[src/rtl/lsu_pkg.sv]
package lsu_pkg;

    // access width codes as seen on req_size
    typedef enum logic [1:0] {
        SZ_BYTE = 2'd0,
        SZ_HALF = 2'd1,
        SZ_WORD = 2'd2,
        SZ_ALT  = 2'd3
    } size_e;

    typedef enum logic [1:0] {
        ST_IDLE = 2'd0,
        ST_MEM  = 2'd1,
        ST_RESP = 2'd2
    } state_e;

endpackage

[src/rtl/lsu_agen.sv]
module lsu_agen #(
    parameter int ADDR_W = 32,
    parameter int OFF_W  = 16,
    parameter int LANE_W = 2
) (
    input  logic [ADDR_W-1:0] base,
    input  logic [OFF_W-1:0]  offset,
    input  lsu_pkg::size_e    size,
    output logic [ADDR_W-1:0] ea,
    output logic              misaligned
);
    import lsu_pkg::*;

    logic [ADDR_W-1:0] off_ext;

    assign off_ext = {{(ADDR_W-OFF_W){offset[OFF_W-1]}}, offset};
    assign ea      = base + off_ext;

    always_comb begin
        case (size)
            SZ_BYTE: misaligned = 1'b0;
            SZ_HALF: misaligned = ea[0];
            default: misaligned = |ea[LANE_W-1:0];
        endcase
    end

endmodule

[src/rtl/lsu_store_lanes.sv]
module lsu_store_lanes #(
    parameter int DATA_W = 32,
    parameter int LANE_W = 2
) (
    input  logic [DATA_W-1:0]   wdata,
    input  lsu_pkg::size_e      size,
    input  logic [LANE_W-1:0]   lane,
    output logic [DATA_W-1:0]   lane_data,
    output logic [DATA_W/8-1:0] be
);
    import lsu_pkg::*;

    localparam int NLANES = DATA_W / 8;

    logic is_byte;
    logic is_half;

    assign is_byte = (size == SZ_BYTE);
    assign is_half = (size == SZ_HALF);

    for (genvar k = 0; k < NLANES; k++) begin : g_lane
        assign lane_data[8*k +: 8] = is_byte ? wdata[7:0] :
                                     is_half ? wdata[8*(k%2) +: 8] :
                                               wdata[8*k +: 8];
        assign be[k] = is_byte ? (lane == LANE_W'(k)) :
                       is_half ? (lane[LANE_W-1:1] == (LANE_W-1)'(k/2)) :
                                 1'b1;
    end

endmodule

[src/rtl/lsu_load_extend.sv]
module lsu_load_extend #(
    parameter int DATA_W = 32,
    parameter int LANE_W = 2
) (
    input  logic [DATA_W-1:0] rdata,
    input  lsu_pkg::size_e    size,
    input  logic [LANE_W-1:0] lane,
    input  logic              sgn,
    output logic [DATA_W-1:0] data
);
    import lsu_pkg::*;

    logic [DATA_W-1:0] shifted;
    logic [7:0]        byte_v;
    logic [15:0]       half_v;

    assign shifted = rdata >> {lane, 3'b000};
    assign byte_v  = shifted[7:0];
    assign half_v  = shifted[15:0];

    always_comb begin
        case (size)
            SZ_BYTE: data = {{(DATA_W-8){sgn & byte_v[7]}}, byte_v};
            SZ_HALF: data = {{(DATA_W-16){sgn & half_v[15]}}, half_v};
            default: data = rdata;
        endcase
    end

endmodule

[src/rtl/lsu_core.sv]
module lsu_core #(
    parameter int ADDR_W = 32,
    parameter int DATA_W = 32,
    parameter int OFF_W  = 16
) (
    input  logic                clk,
    input  logic                rst_n,
    input  logic                req_valid,
    output logic                req_ready,
    input  logic                req_store,
    input  logic [1:0]          req_size,
    input  logic                req_signed,
    input  logic [ADDR_W-1:0]   req_base,
    input  logic [OFF_W-1:0]    req_offset,
    input  logic [DATA_W-1:0]   req_wdata,
    output logic                mem_req_valid,
    output logic                mem_we,
    output logic [ADDR_W-1:0]   mem_addr,
    output logic [DATA_W/8-1:0] mem_be,
    output logic [DATA_W-1:0]   mem_wdata,
    input  logic [DATA_W-1:0]   mem_rdata,
    output logic                ld_valid,
    output logic [DATA_W-1:0]   ld_data,
    output logic                fault_valid,
    output logic [ADDR_W-1:0]   fault_addr
);
    import lsu_pkg::*;

    localparam int NLANES = DATA_W / 8;
    localparam int LANE_W = $clog2(NLANES);

    typedef struct packed {
        state_e              state;
        logic                store;
        size_e               size;
        logic                sgn;
        logic [ADDR_W-1:0]   ea;
        logic [NLANES-1:0]   be;
        logic [DATA_W-1:0]   wdata;
        logic                ld_valid;
        logic [DATA_W-1:0]   ld_data;
        logic                fault_valid;
        logic [ADDR_W-1:0]   fault_addr;
    } regs_t;

    regs_t r_d, r_q;

    size_e             size_in;
    logic [ADDR_W-1:0] ea_w;
    logic              misaligned_w;
    logic [DATA_W-1:0] lane_data_w;
    logic [NLANES-1:0] be_w;
    logic [DATA_W-1:0] ext_w;

    assign size_in = size_e'(req_size);

    lsu_agen #(
        .ADDR_W (ADDR_W),
        .OFF_W  (OFF_W),
        .LANE_W (LANE_W)
    ) u_agen (
        .base       (req_base),
        .offset     (req_offset),
        .size       (size_in),
        .ea         (ea_w),
        .misaligned (misaligned_w)
    );

    lsu_store_lanes #(
        .DATA_W (DATA_W),
        .LANE_W (LANE_W)
    ) u_store (
        .wdata     (req_wdata),
        .size      (size_in),
        .lane      (ea_w[LANE_W-1:0]),
        .lane_data (lane_data_w),
        .be        (be_w)
    );

    lsu_load_extend #(
        .DATA_W (DATA_W),
        .LANE_W (LANE_W)
    ) u_ext (
        .rdata (mem_rdata),
        .size  (r_q.size),
        .lane  (r_q.ea[LANE_W-1:0]),
        .sgn   (r_q.sgn),
        .data  (ext_w)
    );

    always_comb begin
        r_d             = r_q;
        r_d.ld_valid    = 1'b0;
        r_d.fault_valid = 1'b0;
        case (r_q.state)
            ST_IDLE: begin
                if (req_valid) begin
                    if (misaligned_w) begin
                        r_d.fault_valid = 1'b1;
                        r_d.fault_addr  = ea_w;
                    end else begin
                        r_d.state = ST_MEM;
                        r_d.store = req_store;
                        r_d.size  = size_in;
                        r_d.sgn   = req_signed;
                        r_d.ea    = ea_w;
                        r_d.be    = be_w;
                        r_d.wdata = lane_data_w;
                    end
                end
            end
            ST_MEM: begin
                r_d.state = r_q.store ? ST_IDLE : ST_RESP;
            end
            ST_RESP: begin
                r_d.state    = ST_IDLE;
                r_d.ld_valid = 1'b1;
                r_d.ld_data  = ext_w;
            end
            default: r_d.state = ST_IDLE;
        endcase
    end

    always_ff @(posedge clk) begin
        if (!rst_n) begin
            r_q <= '0;
        end else begin
            r_q <= r_d;
        end
    end

    assign req_ready     = (r_q.state == ST_IDLE);
    assign mem_req_valid = (r_q.state == ST_MEM);
    assign mem_we        = r_q.store;
    assign mem_addr      = r_q.ea;
    assign mem_be        = r_q.be;
    assign mem_wdata     = r_q.wdata;
    assign ld_valid      = r_q.ld_valid;
    assign ld_data       = r_q.ld_data;
    assign fault_valid   = r_q.fault_valid;
    assign fault_addr    = r_q.fault_addr;

endmodule

[config.mk]
export PLATFORM = sky130hd
export DESIGN_NAME = lsu_core
export DESIGN_NICKNAME = d
export VERILOG_FILES = /design/src/rtl/lsu_pkg.sv /design/src/rtl/lsu_agen.sv /design/src/rtl/lsu_store_lanes.sv /design/src/rtl/lsu_load_extend.sv /design/src/rtl/lsu_core.sv
export SDC_FILE = /design/constraint.sdc
export NUM_CORES = 1
export LEC_CHECK = 0
export BUFFER_PORTS_ARGS = -buffer_cell sky130_fd_sc_hd__buf_2
export CAP_MARGIN = 20
export CELL_PAD_IN_SITES_DETAIL_PLACEMENT = 1
export CELL_PAD_IN_SITES_GLOBAL_PLACEMENT = 2
export CORE_MARGIN = 2
export CORE_UTILIZATION = 30
export DETAILED_ROUTE_END_ITERATION = 8
export PLACE_DENSITY_LB_ADDON = 0.1
export REMOVE_ABC_BUFFERS = 1
export SLEW_MARGIN = 20
export SYNTH_ARGS = -nofsm -noshare
export SYNTH_HDL_FRONTEND = slang
export SYNTH_HIERARCHICAL = 1
export SYNTH_SLANG_ARGS = --single-unit
[constraint.sdc]
create_clock -name clk -period 2.3 [get_ports clk]
set_input_delay 0 -clock clk [delete_from_list [all_inputs] [get_ports clk]]
set_output_delay 0 -clock clk [all_outputs]
set_load 0.05 [all_outputs]
==> qor.yml <==
run_status:
  status: "finished, final reports clean"
synth:
  synth_area_per_cell_um2: 7.906
  yosysTopAreaCellShare_pct: 31.40
  seq_area_frac_synth_pct: 31.40
  postSynthCellCount: 1129
  synth-main-ff-cell: "dfxtp_1"
  yosysWarnings: 6
  async_reset_ff_share_pct: 0
  synth.largest_area_cell: "dfxtp_1"
  synthTopCellsByArea: "dfxtp_1 (31%), buf_4 (12%), nand2_1 (8.0%), nand3_1 (5.9%), ha_1 (4.3%)"
  synth.distinct_cells: 69
  netlist_area_um2: 8926
  synth-edff-count: 0
  synth_seq_cells: 140
floorplan:
  start_util_pct: 30.28
  core_um2: 29480
  num_rows: 63
  ios: 256
  die_area_um2: 31150
  die_h_um: 176.5
  fp.dieW_um: 176.5
critical_path:
  crit_slowest_cell: "fa_1"
  cp-end-kind: "flop"
  critPathTopFamily: "compound AO/OA/AOI/OAI gates"
  cp_max_fo: 3
  cp-start-kind: "primary input"
  regToRegSetupSlack_ns: 0.31
  path_class: "in -> reg"
  max_stage_delay_ns: 0.42
  worst-path-buf-inv: 1
  crit_path_cell_trace: "buf_2 -> ha_1 -> fa_1 -> a21o_1 -> a31o_2 -> nand3_1 -> o221ai_1 -> a311oi_1 -> o21bai_1 -> xor2_1 -> nand2_1 -> o21ai_0"
  crit_arrival_ns: 2.40
  required_ns: 2.65
timing:
  slew_headroom_pct: 57.30
  tightest_slew_ns: 0.6393
  hold_violations: 0
  rsz0062_at_grt: "false"
  fin_setup_tns_ns: 0
  final.period_utilization_pct: 89.16
  clock-skew-final_ns: 0.01104
  drv_slew: 0
  max_freq_ghz: 0.4877
  period_needed_ns: 2.051
  holdWs_ns: 0.01651
  final-setup-viol-count: 0
power_and_ir_drop:
  combinationalPowerShare_pct: 30.5
  power_mw: 8.044
  clock_power_share_pct: 36.1
  p_switching_mw: 2.904
  ir_drop_v: 0.0004288
  p_sw_share_pct: 36.10
  power.density_nw_per_um2: 711.0
  p_seq_share_pct: 33.4
  internal_power_mw: 5.139
  cellLeakagePower_nw: 5.115
finish:
  area_growth_pct: 26.75
  ff_latch_area_um2: 2803
  design_area_um2: 11310
  nNetsFinal: 1494
  drive_gt1_share_pct: 31.71
  diodes: 0
  multiInputGateArea_um2: 4633
  num-fill-cells: 3630
  final_cells: 1746
detailed_routing:
  drt_iter0_markers: 322
  viasPerCell: 4.758
  wl_per_cell_um: 16.34
  drc: 0
  drtAntennaViolNets: 0
  vias: 8307
  drt-total-wl_um: 28530
  first_pass_iters: 4
place:
  dpl_cell_area_um2: 9991
  gp_congestion: 0.7758
  io_buffers: 255
  placed_cells: 1642
  hpwl_um: 20330
cts:
  numCtsBuffers: 17
  path_clk_slew_ns: 0.06
  clock_path_buffers: 2
  cts_root_buffer: "clkbuf_16"
  cts_sinks: 140
  htree_levels: 4
  clock_latency_ns: 0.43
  postCtsSetupBuffers: 0
  cts_tree: "done"
global_routing:
  grt_usage_pct: 18.30
  grt-ovfl-total: 0
  antenna_found_initial: 0
  grt_pass1_vias: 8435
  grt_pass1_wl_um: 45140
  grt_max_degree: 89
worst_hold_path:
  hp-class: "in -> reg"
flow_run:
  cap_violations: 0
==> state kept, by name, indices dropped and copies added, names as in the netlist <==
register     cells
mem_be           4
mem_addr        32
ld_valid         1
ld_data         32
fault_addr      32
mem_wdata       32
mem_we           1
fault_valid      1
r_q              5
==> cells in the final DEF (no fill, tap or decap), types with 5 or more instances in the layout <==
cell	instances
mux2_2	17
nand4_1	8
o31ai_1	7
clkbuf_16	17
a22o_1	7
nand2_1	190
buf_12	6
inv_1	9
a21oi_1	63
o21ai_0	74
o2bb2ai_1	6
xnor2_1	13
dfxtp_1	140
nand3_2	10
buf_4	83
nor2_1	19
nand3b_1	8
dlygate4sd3_1	72
a21o_1	21
inv_6	5
o211a_1	7
nand3_1	105
buf_2	253
o21ai_1	58
ha_1	31
o21ai_2	12
mux2i_1	17
xor2_1	15
o21bai_1	7
==> per-stage QoR <==
step,setup slack [ns],util (%)
detailed placement,-0.2261,33.89
global route,0.03536,38.38
finish,0.2494,38.38
global placement,-0.1274,33.89
floorplan,-1.577,-
CTS,0.2326,38.37
==> worst min-delay path, delay by kind of cell <==
kind                   cells  cell delay, ns
AND/OR/NAND/NOR            2            0.13
AO/OA/AOI/OAI              2            0.13
buffers and inverters      1            0.12
==> kinds of logic after synthesis <==
logic type                 after synthesis  synth area share [%]
xor gates and xnor gates                28                 2.747
buffers and inverters                  232                 16.95
muxes                                   35                 4.303
DFF                                    140                 31.40
and+or+nand+nor                        367                 19.20
AOI/OAI and AO/OA                      295                 20.83
adders and majority gates               32                 4.570
==> timing repair <==
action / in CTS / in global routing
hold buffers: 72 / 0
resized for setup: 0 / 1
endpoints found under the hold margin: 76 / 0
endpoints found under the setup margin: 0 / 2
==> layout make-up <==
class / instances / share of cell area, %
Multi-Input combinational cell: 757 / 40.95
Sequential cell: 140 / 24.77
Timing Repair Buffer: 416 / 24.30
Tap cell: 390 / 4.313
Clock buffer: 19 / 3.915
Clock inverter: 13 / 1.382
Inverter: 11 / 0.3650
==> synthesized netlist by cell type, types with 3 or more instances <==
library cell,instances
nor3_1,4
nand3_2,10
xnor2_1,13
clkbuf_1,49
o31ai_1,7
xor2_1,15
nand4_1,8
a21o_1,21
a31oi_1,3
a21oi_1,63
nand2_1,190
buf_6,10
ha_1,31
o211ai_1,3
a211oi_1,4
nor2_1,19
or2_2,3
nand3b_1,8
mux2i_1,17
o21ai_1,58
inv_1,9
nand3_1,105
o2bb2ai_1,6
o21bai_1,7
o21ai_2,12
buf_2,5
dfxtp_1,140
nor2b_1,5
o21ai_0,74
o211a_1,7
buf_8,3
a22o_1,7
nand2b_1,3
mux2_2,17
buf_1,13
buf_4,140
==> final timing paths <==
path | start | end | depth (start not counted)
setup / recovery | req_offset[0] | mem_addr[26]$_SDFFE_PN0P_ | 12
hold / removal | mem_rdata[18] | ld_data[18]$_SDFFE_PN0P_ | 5
setup reg to reg | mem_addr[1]$_SDFFE_PN0P_ | ld_data[18]$_SDFFE_PN0P_ | 7
hold reg to reg | ld_data[5]$_SDFFE_PN0P_ | ld_data[5]$_SDFFE_PN0P_ | 2
==> power groups by stage <==
stage / Combinational (mW) / Sequential, mW / Clock, mW
final: 2.46 / 2.69 / 2.90
after global routing: 2.68 / 2.71 / 3.12
after CTS: 2.49 / 2.69 / 3.03
after detailed placement: 2.38 / 2.74 / 0
after global placement: 2.37 / 2.74 / 0
after floorplan: 0.885 / 3.33 / 0
==> metal layers <==
layer / GRT usage (%) / vias to the layer above / part of all wire [%]
met4: 4.132 / 0 / 0.93
met2: 32.44 / 156 / 50
li1: - / 4216 / -
met1: 23.01 / 3919 / 45
met5: 0 / - / 0
met3: 3.252 / 16 / 3.7
(Power assumes the default switching activity.)
